===== config.mk =====
export PLATFORM = sky130hd
export DESIGN_NAME = brk_watch
export DESIGN_NICKNAME = d
export VERILOG_FILES = /design/src/rtl/brk_pkg.sv /design/src/rtl/brk_compare.sv /design/src/rtl/brk_channel.sv /design/src/rtl/brk_watch.sv
export SDC_FILE = /design/constraint.sdc
export NUM_CORES = 1
export LEC_CHECK = 0
export ABC_AREA = 1
export BUFFER_PORTS_ARGS = -buffer_cell sky130_fd_sc_hd__buf_2
export CAP_MARGIN = 20
export CORE_ASPECT_RATIO = 0.6
export CORE_MARGIN = 4
export CORE_UTILIZATION = 48
export DETAILED_ROUTE_END_ITERATION = 7
export PLACE_DENSITY = 0.74
export RECOVER_POWER = 50
export SYNTH_ARGS = -nofsm -noshare
export SYNTH_HDL_FRONTEND = slang
export SYNTH_SLANG_ARGS = --single-unit

===== constraint.sdc =====
create_clock -name clk -period 1.46 [get_ports clk]
set_clock_uncertainty 0.15 [all_clocks]
set_input_delay 0.219 -clock clk [delete_from_list [all_inputs] [get_ports clk]]
set_output_delay 0.219 -clock clk [all_outputs]
set_load 0.01 [all_outputs]

===== src/rtl/brk_pkg.sv =====
package brk_pkg;

  typedef enum logic [1:0] {
    KIND_FETCH = 2'b00,
    KIND_READ  = 2'b01,
    KIND_WRITE = 2'b10,
    KIND_NONE  = 2'b11
  } bus_kind_e;

  // Control register image; bit order is fixed because software decodes it.
  typedef struct packed {
    logic       flag;    // [7]
    logic       master;  // [6]
    logic [2:0] mask;    // [5:3]
    logic [1:0] cond;    // [2:1]
    logic       ien;     // [0]
  } ctrl_t;

  localparam int CTRL_W = $bits(ctrl_t);
  localparam int CMP_W  = 32;

  // True when two addresses agree once the lowest n bits are dropped.
  function automatic logic addr_agrees(input logic [CMP_W-1:0] a,
                                       input logic [CMP_W-1:0] b,
                                       input logic [2:0]       n);
    logic [CMP_W-1:0] diff;
    diff = (a ^ b) >> n;
    return (diff == '0);
  endfunction

  // True when the access kind and master satisfy a condition field.
  function automatic logic cond_accepts(input logic [1:0] cond,
                                        input logic       msel,
                                        input bus_kind_e  kind,
                                        input logic       master);
    logic kind_ok;
    if (cond == 2'b00) begin
      return (kind == KIND_FETCH) && !master && !msel;
    end
    kind_ok = ((kind == KIND_READ) && cond[0]) || ((kind == KIND_WRITE) && cond[1]);
    return kind_ok && (master == msel);
  endfunction

endpackage


===== src/rtl/brk_compare.sv =====
module brk_compare
  import brk_pkg::*;
#(
  parameter int ADDR_W = 24
) (
  input  logic              clk,
  input  logic              rst_n,
  input  logic              mon_valid,
  input  logic [ADDR_W-1:0] mon_addr,
  input  logic [1:0]        mon_kind,
  input  logic              mon_master,
  input  logic [ADDR_W-1:0] base,
  input  ctrl_t             ctrl,
  output logic              hit
);

  logic addr_hit;
  logic qual_hit;

  always_comb begin
    addr_hit = addr_agrees(CMP_W'(mon_addr), CMP_W'(base), ctrl.mask);
    qual_hit = cond_accepts(ctrl.cond, ctrl.master, bus_kind_e'(mon_kind), mon_master);
    hit      = mon_valid && addr_hit && qual_hit;
  end

  AST_FETCH_ONLY_CPU: assert property (@(posedge clk) disable iff (!rst_n)
    (hit && ctrl.cond == 2'b00) |-> (mon_kind == 2'b00 && !mon_master && !ctrl.master));

  AST_DATA_MASTER_EQ: assert property (@(posedge clk) disable iff (!rst_n)
    (hit && ctrl.cond != 2'b00) |-> (mon_master == ctrl.master && mon_kind != 2'b11));

endmodule


===== src/rtl/brk_channel.sv =====
module brk_channel
  import brk_pkg::*;
#(
  parameter int ADDR_W = 24
) (
  input  logic              clk,
  input  logic              rst_n,
  input  logic              addr_we,
  input  logic              ctrl_we,
  input  logic [ADDR_W-1:0] wdata,
  input  logic              mon_valid,
  input  logic [ADDR_W-1:0] mon_addr,
  input  logic [1:0]        mon_kind,
  input  logic              mon_master,
  output logic [ADDR_W-1:0] base_q,
  output ctrl_t             ctrl_q,
  output logic              irq
);

  ctrl_t wr_img;
  logic  hit;
  logic  flag_clr;
  logic  flag_d;

  assign wr_img   = ctrl_t'(wdata[CTRL_W-1:0]);
  assign flag_clr = ctrl_we && !wr_img.flag;

  brk_compare #(.ADDR_W(ADDR_W)) u_cmp (
    .clk       (clk),
    .rst_n     (rst_n),
    .mon_valid (mon_valid),
    .mon_addr  (mon_addr),
    .mon_kind  (mon_kind),
    .mon_master(mon_master),
    .base      (base_q),
    .ctrl      (ctrl_q),
    .hit       (hit)
  );

  // A match in the same cycle as a clearing write wins.
  always_comb begin
    if (hit)           flag_d = 1'b1;
    else if (flag_clr) flag_d = 1'b0;
    else               flag_d = ctrl_q.flag;
  end

  always_ff @(posedge clk) begin
    if (!rst_n) begin
      base_q <= '0;
      ctrl_q <= '0;
    end else begin
      if (addr_we) base_q <= wdata;
      if (ctrl_we) begin
        ctrl_q.master <= wr_img.master;
        ctrl_q.mask   <= wr_img.mask;
        ctrl_q.cond   <= wr_img.cond;
        ctrl_q.ien    <= wr_img.ien;
      end
      ctrl_q.flag <= flag_d;
    end
  end

  assign irq = ctrl_q.flag && ctrl_q.ien;

  AST_HIT_SETS_FLAG: assert property (@(posedge clk) disable iff (!rst_n)
    hit |=> ctrl_q.flag);

  AST_FLAG_ONLY_SW_CLEAR: assert property (@(posedge clk) disable iff (!rst_n)
    $fell(ctrl_q.flag) |-> $past(ctrl_we && !wdata[7] && !hit));

  AST_IRQ_DROP_NEEDS_WRITE: assert property (@(posedge clk) disable iff (!rst_n)
    $fell(irq) |-> $past(ctrl_we));

endmodule


===== src/rtl/brk_watch.sv =====
module brk_watch
  import brk_pkg::*;
#(
  parameter int ADDR_W = 24,
  parameter int NCH    = 2
) (
  input  logic              clk,
  input  logic              rst_n,
  input  logic              reg_we,
  input  logic [1:0]        reg_sel,
  input  logic [ADDR_W-1:0] reg_wdata,
  output logic [ADDR_W-1:0] reg_rdata,
  input  logic              mon_valid,
  input  logic [ADDR_W-1:0] mon_addr,
  input  logic [1:0]        mon_kind,
  input  logic              mon_master,
  output logic [NCH-1:0]    brk_irq
);

  localparam int SEL_W = $clog2(2 * NCH);
  localparam int IDX_W = (SEL_W > 1) ? SEL_W - 1 : 1;

  logic [ADDR_W-1:0] base_arr [NCH];
  ctrl_t             ctrl_arr [NCH];
  logic [IDX_W-1:0]  rd_idx;

  assign rd_idx = IDX_W'(reg_sel >> 1);

  for (genvar c = 0; c < NCH; c++) begin : g_ch
    logic sel_me;
    assign sel_me = (IDX_W'(c) == rd_idx);

    brk_channel #(.ADDR_W(ADDR_W)) u_ch (
      .clk       (clk),
      .rst_n     (rst_n),
      .addr_we   (reg_we && sel_me && !reg_sel[0]),
      .ctrl_we   (reg_we && sel_me &&  reg_sel[0]),
      .wdata     (reg_wdata),
      .mon_valid (mon_valid),
      .mon_addr  (mon_addr),
      .mon_kind  (mon_kind),
      .mon_master(mon_master),
      .base_q    (base_arr[c]),
      .ctrl_q    (ctrl_arr[c]),
      .irq       (brk_irq[c])
    );
  end

  always_comb begin
    if (reg_sel[0]) reg_rdata = ADDR_W'(ctrl_arr[rd_idx]);
    else            reg_rdata = base_arr[rd_idx];
  end

  AST_CTRL_UPPER_ZERO: assert property (@(posedge clk) disable iff (!rst_n)
    reg_sel[0] |-> (reg_rdata[ADDR_W-1:CTRL_W] == '0));

  AST_CH_ISOLATED: assert property (@(posedge clk) disable iff (!rst_n)
    (reg_we && reg_sel[1]) |=> $stable(ctrl_arr[0].flag) || $past(mon_valid));

endmodule


==> results.md <==
Global routing:
- The total overflow left after global routing is 0.
- The total global routing track utilization is 26.23%.
- The number of global-route vias before repair is 4,265.
- Entering global routing, the biggest net connects 64 pins.
- The initial antenna violation count was 0.
- The first global-routing pass estimated 20,810 um of wire.

Worst setup path:
- The critical path's slowest cell is dfxtp_2.
- Traced cell by cell, the critical path runs through buf_6 -> o21ai_2 -> o22ai_2 -> buf_2.
- The worst setup path is launched from a flop.
- The kind of cell adding the most delay to the critical path is flip-flops.
- STA puts the critical path data arrival time at 1.17 ns.
- The worst setup path is captured at an output pin.
- The peak per-stage delay on the critical path is 0.35 ns.
- The required time of the critical path is 1.09 ns.
- The critical path in this run is classified as reg2out.
- The number of buffer and inverter stages on the critical path is 2.
- The largest fanout of any net on the critical path is 3.

Timing:
- The normalized max-slew margin is 65.01%.
- Setup violations remaining at the end of the flow were counted as 9.
- The share of the cycle needed by the critical path after routing is 105.1%.
- At the pin with the least slew margin, the transition time is 0.5249 ns.
- The summed negative setup slack over all endpoints is -0.4563 ns.
- The total count of hold-check failures in the final report came to 0.
- The number of pins with negative max-slew slack in the final report came to 0.
- Setup repair after global routing could not meet its margin everywhere.
- Based on the critical path, the design can be clocked at up to 0.6517 GHz.
- The time the final worst path needs with I/O delays and setup is between 1.5 and 2 ns.
- Across all setup checks in the final design, the least slack found is -0.07434 ns.
- Hold timing on the final database bottoms out at a slack of ~0.022 ns.

Min path:
- The worst hold path belongs to the class in2reg.

Synth:
- After synthesis, the netlist uses 26 different library cells.
- The sequential area share after synthesis is 32.01%.
- The warning count from the yosys run is 0.
- The synthesized area divided by synthesized cell count is 6.148 um2.
- The number of nets in the synthesized netlist is 708.
- The mapped netlist covers roughly 0.004 mm2.
- After technology mapping, the gate count stands at 651.
- The number of flip-flops and latches in the synthesized netlist is 64.

Cells and area:
- The count of filler cells inserted in the layout is 672.
- In the layout the commonest cells are nand2_1, a21oi_1, buf_2, inv_1, o21ai_0.
- The total inserted antenna cells is 0.
- The fraction of layout instances using a drive strength above 1 is a little under a third.
- The share of the core filled with cells is 69.35%.
- Summing all non-filler instances in the final layout gives an area of around 0.0055 mm2.
- At the end of the flow, the number of nets in the layout was 826.
- The final standard cell count with taps included and fillers excluded is 881.
- Leaving out fill and tap cells, the most frequent cell in the layout is nand2_1.
- The post-synthesis to final-layout area growth is 38.20%.

Die:
- The starting density of the core is 50.18%.
- The number of primary I/O pins is 83.
- The floorplan die area is approximately 0.0099 mm2.
- The core box area is between 0.007 and 0.008 mm2.
- The floorplan has 25 rows.
- The floorplan step set the die width to 125.9 um.
- The die extent in y is 78.74 um.

CTS:
- The clock root buffer is clkbuf_16.
- Counting along the longest clock path gives a buffer depth of 2.
- The number of buffers created by CTS is 9.
- The total clock sinks is 64.
- The source-to-sink clock delay at the later pin of the worst-skew pair is 0.34 ns.
- The TritonCTS clock tree is done.
- Clock-pin slew was measured on the worst setup and hold paths at 0.05 ns.
- The depth of the CTS H-tree is 3.

Detailed routing:
- For this run, design rule violations remaining after detail routing come to 0.
- The first TritonRoute pass finished after 5 iterations.
- The DRC marker count from the first detailed-route iteration is 502.
- The final route contains 4,823 vias.
- Dividing the detail-routed wire length by the instance count gives around 16 um.
- The routed design has 13,820 um of wire.
- The post-detailed-route via-to-cell ratio is 5.474.
- The detail route stage leaves a number of antenna-violating nets equal to 0.

Place:
- Timing analysis after detailed placement gives a worst setup slack of -0.08094 ns.
- The estimated wirelength of the detail-placed design is 9686 um.
- The placement-stage cell area is 0.004795 mm2.
- At the end of routability-driven placement, the weighted congestion stood at between 0.9 and 1.
- Counting tap cells, the placed design contains a total of 851 instances.
- The number of input and output port buffers inserted is 82.

Run:
- The tool flagged a number of max-cap violations equal to 0.

Power and ir drop:
- The power density normalized to cell area is 982.3 mW/mm2.
- The analysis attributes to cell leakage a power of 2.595 nW.
- The total power consumption of the routed design is 5.433 mW.
- IR analysis of the VDD net gives a maximum drop of 0.8022 mV.

Status:
- The flow ran to the end, but the final reports show violations.
- The final reports fail on negative setup slack.
-- path summary, 6_finish.rpt --
check | start | endpoint | slack (ns) | cells after the start
setup / recovery | g_ch[0].u_ch.ctrl_q[3] | reg_rdata[3] | -0.07 | 4
setup reg to reg | g_ch[0].u_ch.ctrl_q[3] | g_ch[0].u_ch.ctrl_q[7] | -0.07 | 10
hold reg to reg | g_ch[0].u_ch.base_q[17] | g_ch[0].u_ch.base_q[17] | 0.31 | 2
hold / removal | reg_wdata[19] | g_ch[1].u_ch.base_q[19] | 0.02 | 3
-- flip-flops by register name (all words and copies together), names as in the netlist --
name              flops
g_ch.u_ch.base_q     48
g_ch.u_ch.ctrl_q     16
-- final cells by class --
type | count | area [um2] | area share (%)
Multi-Input combinational cell | 458 | 2364 | 42.73
Sequential cell | 64 | 1331 | 24.07
Timing Repair Buffer | 143 | 1006 | 18.19
Inverter | 93 | 374.1 | 6.763
Clock buffer | 12 | 256.5 | 4.637
Tap cell | 108 | 135.1 | 2.443
Clock inverter | 3 | 65.06 | 1.176
-- repair_timing --
item                       4_1_cts  5_1_grt
hold endpoints to repair         3        0
setup endpoints to repair       19       26
resized for setup               46       82
hold buffers                     3        0
pin swaps                       13       20
cloned                           0        1
buffers inserted                 9        2
-- power by group --
part | switching [mW] | internal [mW] | leakage (nW)
sequential | 0.0773 | 1.85 | 0.539
clock | 0.776 | 1.57 | 0.159
combinational | 0.677 | 0.482 | 1.90
total | 1.53 | 3.90 | 2.59
-- worst min-delay path: stages --
cell	delay [ns]
buf_2	0.09
o21ai_1	0.06
a21oi_1	0.10
-- layer usage --
layer	wire length, um	track usage, %
met1	6389	38.64
met2	5706	38.02
met3	1553	6.384
met4	174	7.173
met5	0	0
-- cells in the mapped netlist --
cell        n  share of area, %
a21oi_1    95                12
and2_1      1              0.16
buf_1       1             0.094
buf_2       4              0.50
buf_4       3              0.56
buf_6       3              0.84
buf_8       1              0.38
clkbuf_1   23               2.2
clkbuf_2    1              0.12
dfxtp_1    64                32
inv_1      89               8.3
inv_2       3              0.28
inv_8       1              0.28
nand2_1   137                13
nand2_2     1              0.16
nand3_1    57               7.1
nand3b_1    1              0.19
nand4_1     2              0.31
nor2_1     39               3.7
nor3_1      3              0.38
o21a_1      1              0.19
o21ai_0    82                10
o21ai_1    12               1.5
o22ai_1     2              0.31
xnor2_1    22               4.8
xor2_1      3              0.66
-- kinds of logic after synthesis --
logic type | count (synthesis) | share of synthesized area [%]
buffers and inverters | 129 | 13.57
AO/OA/AOI/OAI | 192 | 24.13
flip-flops | 64 | 32.01
XOR/XNOR | 25 | 5.470
AND/OR/NAND/NOR | 241 | 24.82
Power figures use the tool's default switching activity.
